### src/rtl/irq_arb_pkg.sv
package irq_arb_pkg;
  localparam int LVL_W = 2;
  typedef logic [LVL_W-1:0] lvl_t;
  localparam lvl_t LVL_NONE = 2'd0;
  localparam lvl_t LVL_LOW  = 2'd1;
  localparam lvl_t LVL_HIGH = 2'd2;
  localparam lvl_t LVL_TOP  = 2'd3;
endpackage

### src/rtl/irq_lvl_map.sv
module irq_lvl_map
  import irq_arb_pkg::*;
#(
  parameter int NUM_VEC = 10,
  parameter int NUM_TOP = 2
) (
  input  logic [NUM_VEC-1:0]            req_i,
  input  logic [NUM_VEC-1:0]            en_i,
  input  logic [NUM_VEC-1:0]            sel_i,
  output logic [NUM_VEC-1:0][LVL_W-1:0] lvl_o
);
  for (genvar g = 0; g < NUM_VEC; g++) begin : g_vec
    localparam lvl_t RAISED = (g < NUM_TOP) ? LVL_TOP : LVL_HIGH;
    assign lvl_o[g] = !(req_i[g] && en_i[g]) ? LVL_NONE :
                      sel_i[g] ? RAISED : LVL_LOW;
  end
endmodule

### src/rtl/irq_prio_pick.sv
module irq_prio_pick
  import irq_arb_pkg::*;
#(
  parameter int NUM_VEC = 10,
  localparam int IDX_W = $clog2(NUM_VEC)
) (
  input  logic [NUM_VEC-1:0][LVL_W-1:0] lvl_i,
  input  lvl_t                          floor_i,
  output logic                          valid_o,
  output logic [IDX_W-1:0]              idx_o,
  output lvl_t                          lvl_o
);
  always_comb begin
    valid_o = 1'b0;
    idx_o   = '0;
    lvl_o   = LVL_NONE;
    // strict compare keeps the lowest index on equal levels
    for (int i = 0; i < NUM_VEC; i++) begin
      if (lvl_i[i] > floor_i && lvl_i[i] > lvl_o) begin
        valid_o = 1'b1;
        idx_o   = IDX_W'(i);
        lvl_o   = lvl_i[i];
      end
    end
  end
endmodule

### src/rtl/irq_lvl_stack.sv
module irq_lvl_stack
  import irq_arb_pkg::*;
#(
  parameter int DEPTH = 3,
  localparam int DW = $clog2(DEPTH + 1)
) (
  input  logic          clk_i,
  input  logic          rst_ni,
  input  logic          push_i,
  input  logic          pop_i,
  input  lvl_t          din_i,
  output lvl_t          top_o,
  output logic [DW-1:0] depth_o
);
  logic [DEPTH-1:0][LVL_W-1:0] mem_q;
  logic [DW-1:0]               depth_q;

  always_ff @(posedge clk_i or negedge rst_ni) begin
    if (!rst_ni) begin
      mem_q   <= '0;
      depth_q <= '0;
    end else if (pop_i) begin
      depth_q <= depth_q - 1'b1;
    end else if (push_i) begin
      mem_q[depth_q] <= din_i;
      depth_q        <= depth_q + 1'b1;
    end
  end

  assign top_o   = (depth_q == '0) ? LVL_NONE : mem_q[depth_q - 1'b1];
  assign depth_o = depth_q;

  p_no_overflow_r7: assert property (@(posedge clk_i) disable iff (!rst_ni)
    (push_i && !pop_i) |-> (depth_q < DW'(DEPTH)));
endmodule

### src/rtl/vec_irq_arbiter.sv
module vec_irq_arbiter
  import irq_arb_pkg::*;
#(
  parameter int NUM_VEC   = 10,
  parameter int NUM_TOP   = 2,
  parameter int STK_DEPTH = 3,
  parameter int ADDR_W    = 8,
  parameter int VEC_BASE  = 3,
  parameter int VEC_STEP  = 8
) (
  input  logic               clk_i,
  input  logic               rst_ni,
  input  logic [NUM_VEC-1:0] req_i,
  input  logic [NUM_VEC-1:0] en_i,
  input  logic [NUM_VEC-1:0] lvl_sel_i,
  input  logic               ack_i,
  input  logic               ret_i,
  output logic               irq_o,
  output logic [ADDR_W-1:0]  vec_addr_o,
  output logic [1:0]         cur_lvl_o
);
  localparam int IDX_W = $clog2(NUM_VEC);
  localparam int DW    = $clog2(STK_DEPTH + 1);

  logic [NUM_VEC-1:0][LVL_W-1:0] vec_lvl;
  logic                          pick_valid;
  logic [IDX_W-1:0]              pick_idx;
  lvl_t                          pick_lvl;
  lvl_t                          cur_q, cur_d, stk_top, win_q;
  logic                          irq_q;
  logic [ADDR_W-1:0]             addr_q;
  logic [DW-1:0]                 depth;
  logic                          push, pop;

  irq_lvl_map #(.NUM_VEC(NUM_VEC), .NUM_TOP(NUM_TOP)) i_map (
    .req_i(req_i), .en_i(en_i), .sel_i(lvl_sel_i), .lvl_o(vec_lvl)
  );

  // arbitrate against next-state level so a fresh ack never re-offers
  irq_prio_pick #(.NUM_VEC(NUM_VEC)) i_pick (
    .lvl_i(vec_lvl), .floor_i(cur_d),
    .valid_o(pick_valid), .idx_o(pick_idx), .lvl_o(pick_lvl)
  );

  assign pop  = ret_i && (depth != '0);
  assign push = !ret_i && ack_i && irq_q;

  irq_lvl_stack #(.DEPTH(STK_DEPTH)) i_stack (
    .clk_i(clk_i), .rst_ni(rst_ni), .push_i(push), .pop_i(pop),
    .din_i(cur_q), .top_o(stk_top), .depth_o(depth)
  );

  always_comb begin
    if (pop)       cur_d = stk_top;
    else if (push) cur_d = win_q;
    else           cur_d = cur_q;
  end

  always_ff @(posedge clk_i or negedge rst_ni) begin
    if (!rst_ni) begin
      cur_q  <= LVL_NONE;
      win_q  <= LVL_NONE;
      irq_q  <= 1'b0;
      addr_q <= '0;
    end else begin
      cur_q  <= cur_d;
      win_q  <= pick_lvl;
      irq_q  <= pick_valid;
      addr_q <= pick_valid ? ADDR_W'(VEC_BASE) + ADDR_W'(VEC_STEP) * ADDR_W'(pick_idx)
                           : '0;
    end
  end

  assign irq_o      = irq_q;
  assign vec_addr_o = addr_q;
  assign cur_lvl_o  = cur_q;

  p_irq_above_r4: assert property (@(posedge clk_i) disable iff (!rst_ni)
    irq_o |-> (win_q > cur_lvl_o));
  p_ack_level_r7: assert property (@(posedge clk_i) disable iff (!rst_ni)
    (ack_i && irq_o && !ret_i) |=> (cur_lvl_o == $past(win_q)));
  p_ret_empty_r8: assert property (@(posedge clk_i) disable iff (!rst_ni)
    (ret_i && depth == '0) |=> $stable(cur_lvl_o));
  p_idle_addr_r9: assert property (@(posedge clk_i) disable iff (!rst_ni)
    !irq_o |-> (vec_addr_o == '0));
endmodule

### config.mk
export PLATFORM = sky130hd
export DESIGN_NAME = vec_irq_arbiter
export DESIGN_NICKNAME = d
export VERILOG_FILES = /design/src/rtl/irq_arb_pkg.sv /design/src/rtl/irq_lvl_map.sv /design/src/rtl/irq_prio_pick.sv /design/src/rtl/irq_lvl_stack.sv /design/src/rtl/vec_irq_arbiter.sv
export SDC_FILE = /design/constraint.sdc
export NUM_CORES = 1
export LEC_CHECK = 0
export ABC_CLOCK_PERIOD_IN_PS = 13020
export BUFFER_PORTS_ARGS = -buffer_cell sky130_fd_sc_hd__buf_4
export CORE_AREA = 5 5 90 92
export DETAILED_ROUTE_END_ITERATION = 12
export DIE_AREA = 0 0 95 97
export GPL_TIMING_DRIVEN = 0
export PLACE_DENSITY = 0.58
export SKIP_LAST_GASP = 1
export SLEW_MARGIN = 25
export SYNTH_ARGS = -nofsm -noshare
export SYNTH_HDL_FRONTEND = slang
export SYNTH_SLANG_ARGS = --single-unit
### constraint.sdc
create_clock -name clk_i -period 13.02 [get_ports clk_i]
set_clock_uncertainty 0.05 [all_clocks]
set_input_delay 1.302 -clock clk_i [delete_from_list [all_inputs] [get_ports clk_i]]
set_output_delay 1.302 -clock clk_i [all_outputs]
set_load 0.05 [all_outputs]
==> impl_results.md <==
- Avg Inst Size Synth: 8.51 sq um
- Fin crit share: 95.9%
- Final setup vio count: 0
- Finished Layout Cells: 407
- Most numerous cell on the critical path: ha_4
- IO Count: 45
- Seq/Total Area, Yosys: 20.4%
- Buf/Inv on CP: 5
- Reg2reg setup slack: 0.63 ns
- Critical path peak fanout: 5
- Power Dens Cells: 260 nW/um^2
- Die Area: 9220 sq um
- Grt total ovfl: 0
- Reg2reg path depth: 54
- 1st-pass router iterations: 4
- All-layer global routing usage: 10.4%
- Post-Syn Instances: 245
- VDD IR max: 0.0676 mV
- Placed cells: 387
- Total clock sinks: 17
- Reg clk slew, reported paths: 0.06 ns
- Register area: 425 sq um
- Die height: 97 microns
- Layout cells sized above 1: 38.0%
- WL per Instance: 12.6 microns
- Final Hold Fails: 0
- Post-synth EDFFs: 0
- Status: finished clean
- Depth of the worst hold-timing path: 1
- CP delay by family, top: compound AO/OA/AOI/OAI gates
- Final ANT Viol Nets: 0
- Final setup slack of the worst path: 0.538 ns
- Top post-synthesis cells by area: ha_1 (21%), dfrtp_1 (20%), nand2_1 (4.5%), nor2b_1 (4.5%), mux2_2 (4.3%)
- CP Class: in2reg
- IO buf count: 42
- DRC: 0
- DP Wirelength: 3.88 mm
- Worst Path Required: 13.10 ns
- DRT met1 WL: 2.38 mm
- Fillers: 746
- Drt first-iter violations: 35
- Critical Path AT: 12.56 ns
- Worst Hold End: i_stack.mem_q[0]
- Commonest non-fill, non-tap cells in the layout: buf_4 (62), ha_1 (29), nand2_1 (24)
- Slowest CP cell: a2111o_1
- Maxcap violations: 0
- Top-area cell type share of the netlist area: 21.0%
- Syn. warnings: 0
- Setup_tns: 0 ns
- Post-route cell area: 2930 sq um
- Period minus WS final: 12.48 ns
- Initial antenna violation count: 0
- Met3 wire length: 229 microns
- H-tree depth: 1
- Max Fclk: 80.1 MHz
- Yosys cell types: 53
- CP peak stage delay: 0.46 ns
- Critical path startpoint: ret_i
- RR Endpoint: vec_addr_o[1]
- Synthesized cell area: 2080 sq um
- CTS Buffer Depth: 2
- Hold slack: 0.462 ns
- R2R Path Start: i_stack.depth_o[0]
- Synth Register Bits: 17
- Most common cell after layout, fill and taps aside: buf_4
- Diodes inserted: 0
- Lkg Pwr: 1.32 nW
- Die W: 95 microns
- Total number of vias: 2018
- Vias in the first global route: 1882
- Num CTS Buffers: 3
- Worst-Margin Slew: 1.13 ns
- Hold_sp: i_stack.mem_q[0]
- DP Area: 2530 sq um
- FP Rows: 31
- Starting density of the core: 29.2%
- Clk Tree Root Cell: clkbuf_8
- Max-Slew Margin vs Limit: 23.9%
- Detailed Route WL: 5.15 mm
- Top FF cell, synth: dfrtp_1
- Crit end category: register
- Yosys top cell by area: ha_1
- Met2 WL: 2.46 mm
- Ys async rst share: 100%
- Slew Limit Fails: 0
- DR vias/cell: 4.96
- CTS tree: yes
- Layout area overhead: 40.8%
- Largest net degree at the start of global routing: 18
- Final nets: 378
- Footprint of the multi-input gates: 1810 sq um
- Pre-CTS setup slack: -1.35 ns
- First-pass GRT wire length: 8.09 mm
- Clock Latency Late Sink: 0.25 ns
- Startpoint Class: input pin
- Highest routed metal layer: met4
- Global placement routability congestion: 0.820
- Hold buffer count at CTS: 0
- Core Region: 7140 sq um
- HP Class: reg2reg
-- timing repair --
action | CTS | global route
setup endpoints to repair | 7 | 7
hold endpoints to repair | 0 | 0
buffers inserted | 6 | 10
cloned | 0 | 0
resized for setup | 13 | 31
pin swaps | 5 | 19
-- how the worst max path moves through the flow --
stage	to	depth (start not counted)	slack [ns]
after floorplan	vec_addr_o[1]	53	0.02
after global placement	vec_addr_o[1]	53	-1.27
after detailed placement	vec_addr_o[1]	54	-1.35
after CTS	vec_addr_o[1]	54	0.001
after global routing	win_q[0]	56	-0.11
final	vec_addr_o[1]	54	0.54
-- area by class of cell --
class	count	area share (%)
plain buffers	4	1.02
clock inverters	1	0.171
inverters	17	2.30
well taps	99	4.22
multi-input cells	208	61.5
repair buffers	58	14.8
flip-flops and latches	17	14.5
clock buffers	3	1.41
-- Yosys cell counts (3+ instances only) --
library cell,number
ha_1,35
nand2_1,25
dfrtp_1,17
inv_1,16
nor2b_1,15
a21oi_1,11
nor2_1,11
o21ai_0,9
mux2_2,8
nand3b_1,7
and3_1,6
o211ai_1,6
o21ai_1,6
or3_1,5
and2_1,4
buf_4,4
nand2b_1,4
nand3_1,4
a2111o_1,3
a211oi_1,3
a22oi_1,3
a31oi_1,3
o22ai_1,3
-- worst register-to-register path, delay by kind of cell (launching register included) --
| kind | cells | cell delay (ns) |
|---|---|---|
| buffers and inverters | 4 | 0.37 |
| AOI/OAI and AO/OA | 19 | 4.54 |
| DFF | 1 | 0.41 |
| adders and majority gates | 11 | 2.86 |
| and+or+nand+nor | 18 | 3.36 |
| muxes | 2 | 0.71 |
-- power breakdown --
group	leakage (nW)	switching [mW]	internal (mW)
sequential	0.211	0.0172	0.0810
clock	0.0255	0.0178	0.0212
combinational	1.08	0.338	0.288
-- through the flow --
stage	util [%]	power, mW
global route	41.1	0.847
finish	41.1	0.763
floorplan	-	0.476
detailed placement	35.4	0.585
global placement	35.4	0.571
CTS	37.5	0.676
-- cells by family after synthesis --
| group | after synthesis | synth area share [%] |
|---|---|---|
| xor gates and xnor gates | 1 | 0.420 |
| other | 1 | 0.180 |
| buffers and inverters | 21 | 4.50 |
| and+or+nand+nor | 94 | 24.5 |
| AOI/OAI and AO/OA | 63 | 21.8 |
| DFF | 17 | 20.4 |
| adders and majority gates | 36 | 21.5 |
| muxes | 12 | 6.72 |
-- state kept, by name, summed over array words and instances, names as in the netlist --
signal	cells
vec_addr_o	5
win_q	2
i_stack.depth_o	2
cur_lvl_o	2
i_stack.mem_q	6
-- per-layer routing --
metal / track usage, % / vias up
met5: 0 / -
met4: 2.55 / 0
met3: 1.47 / 8
met2: 17.5 / 45
met1: 13.9 / 924
li1: - / 1041
(Power assumes the default switching activity.)
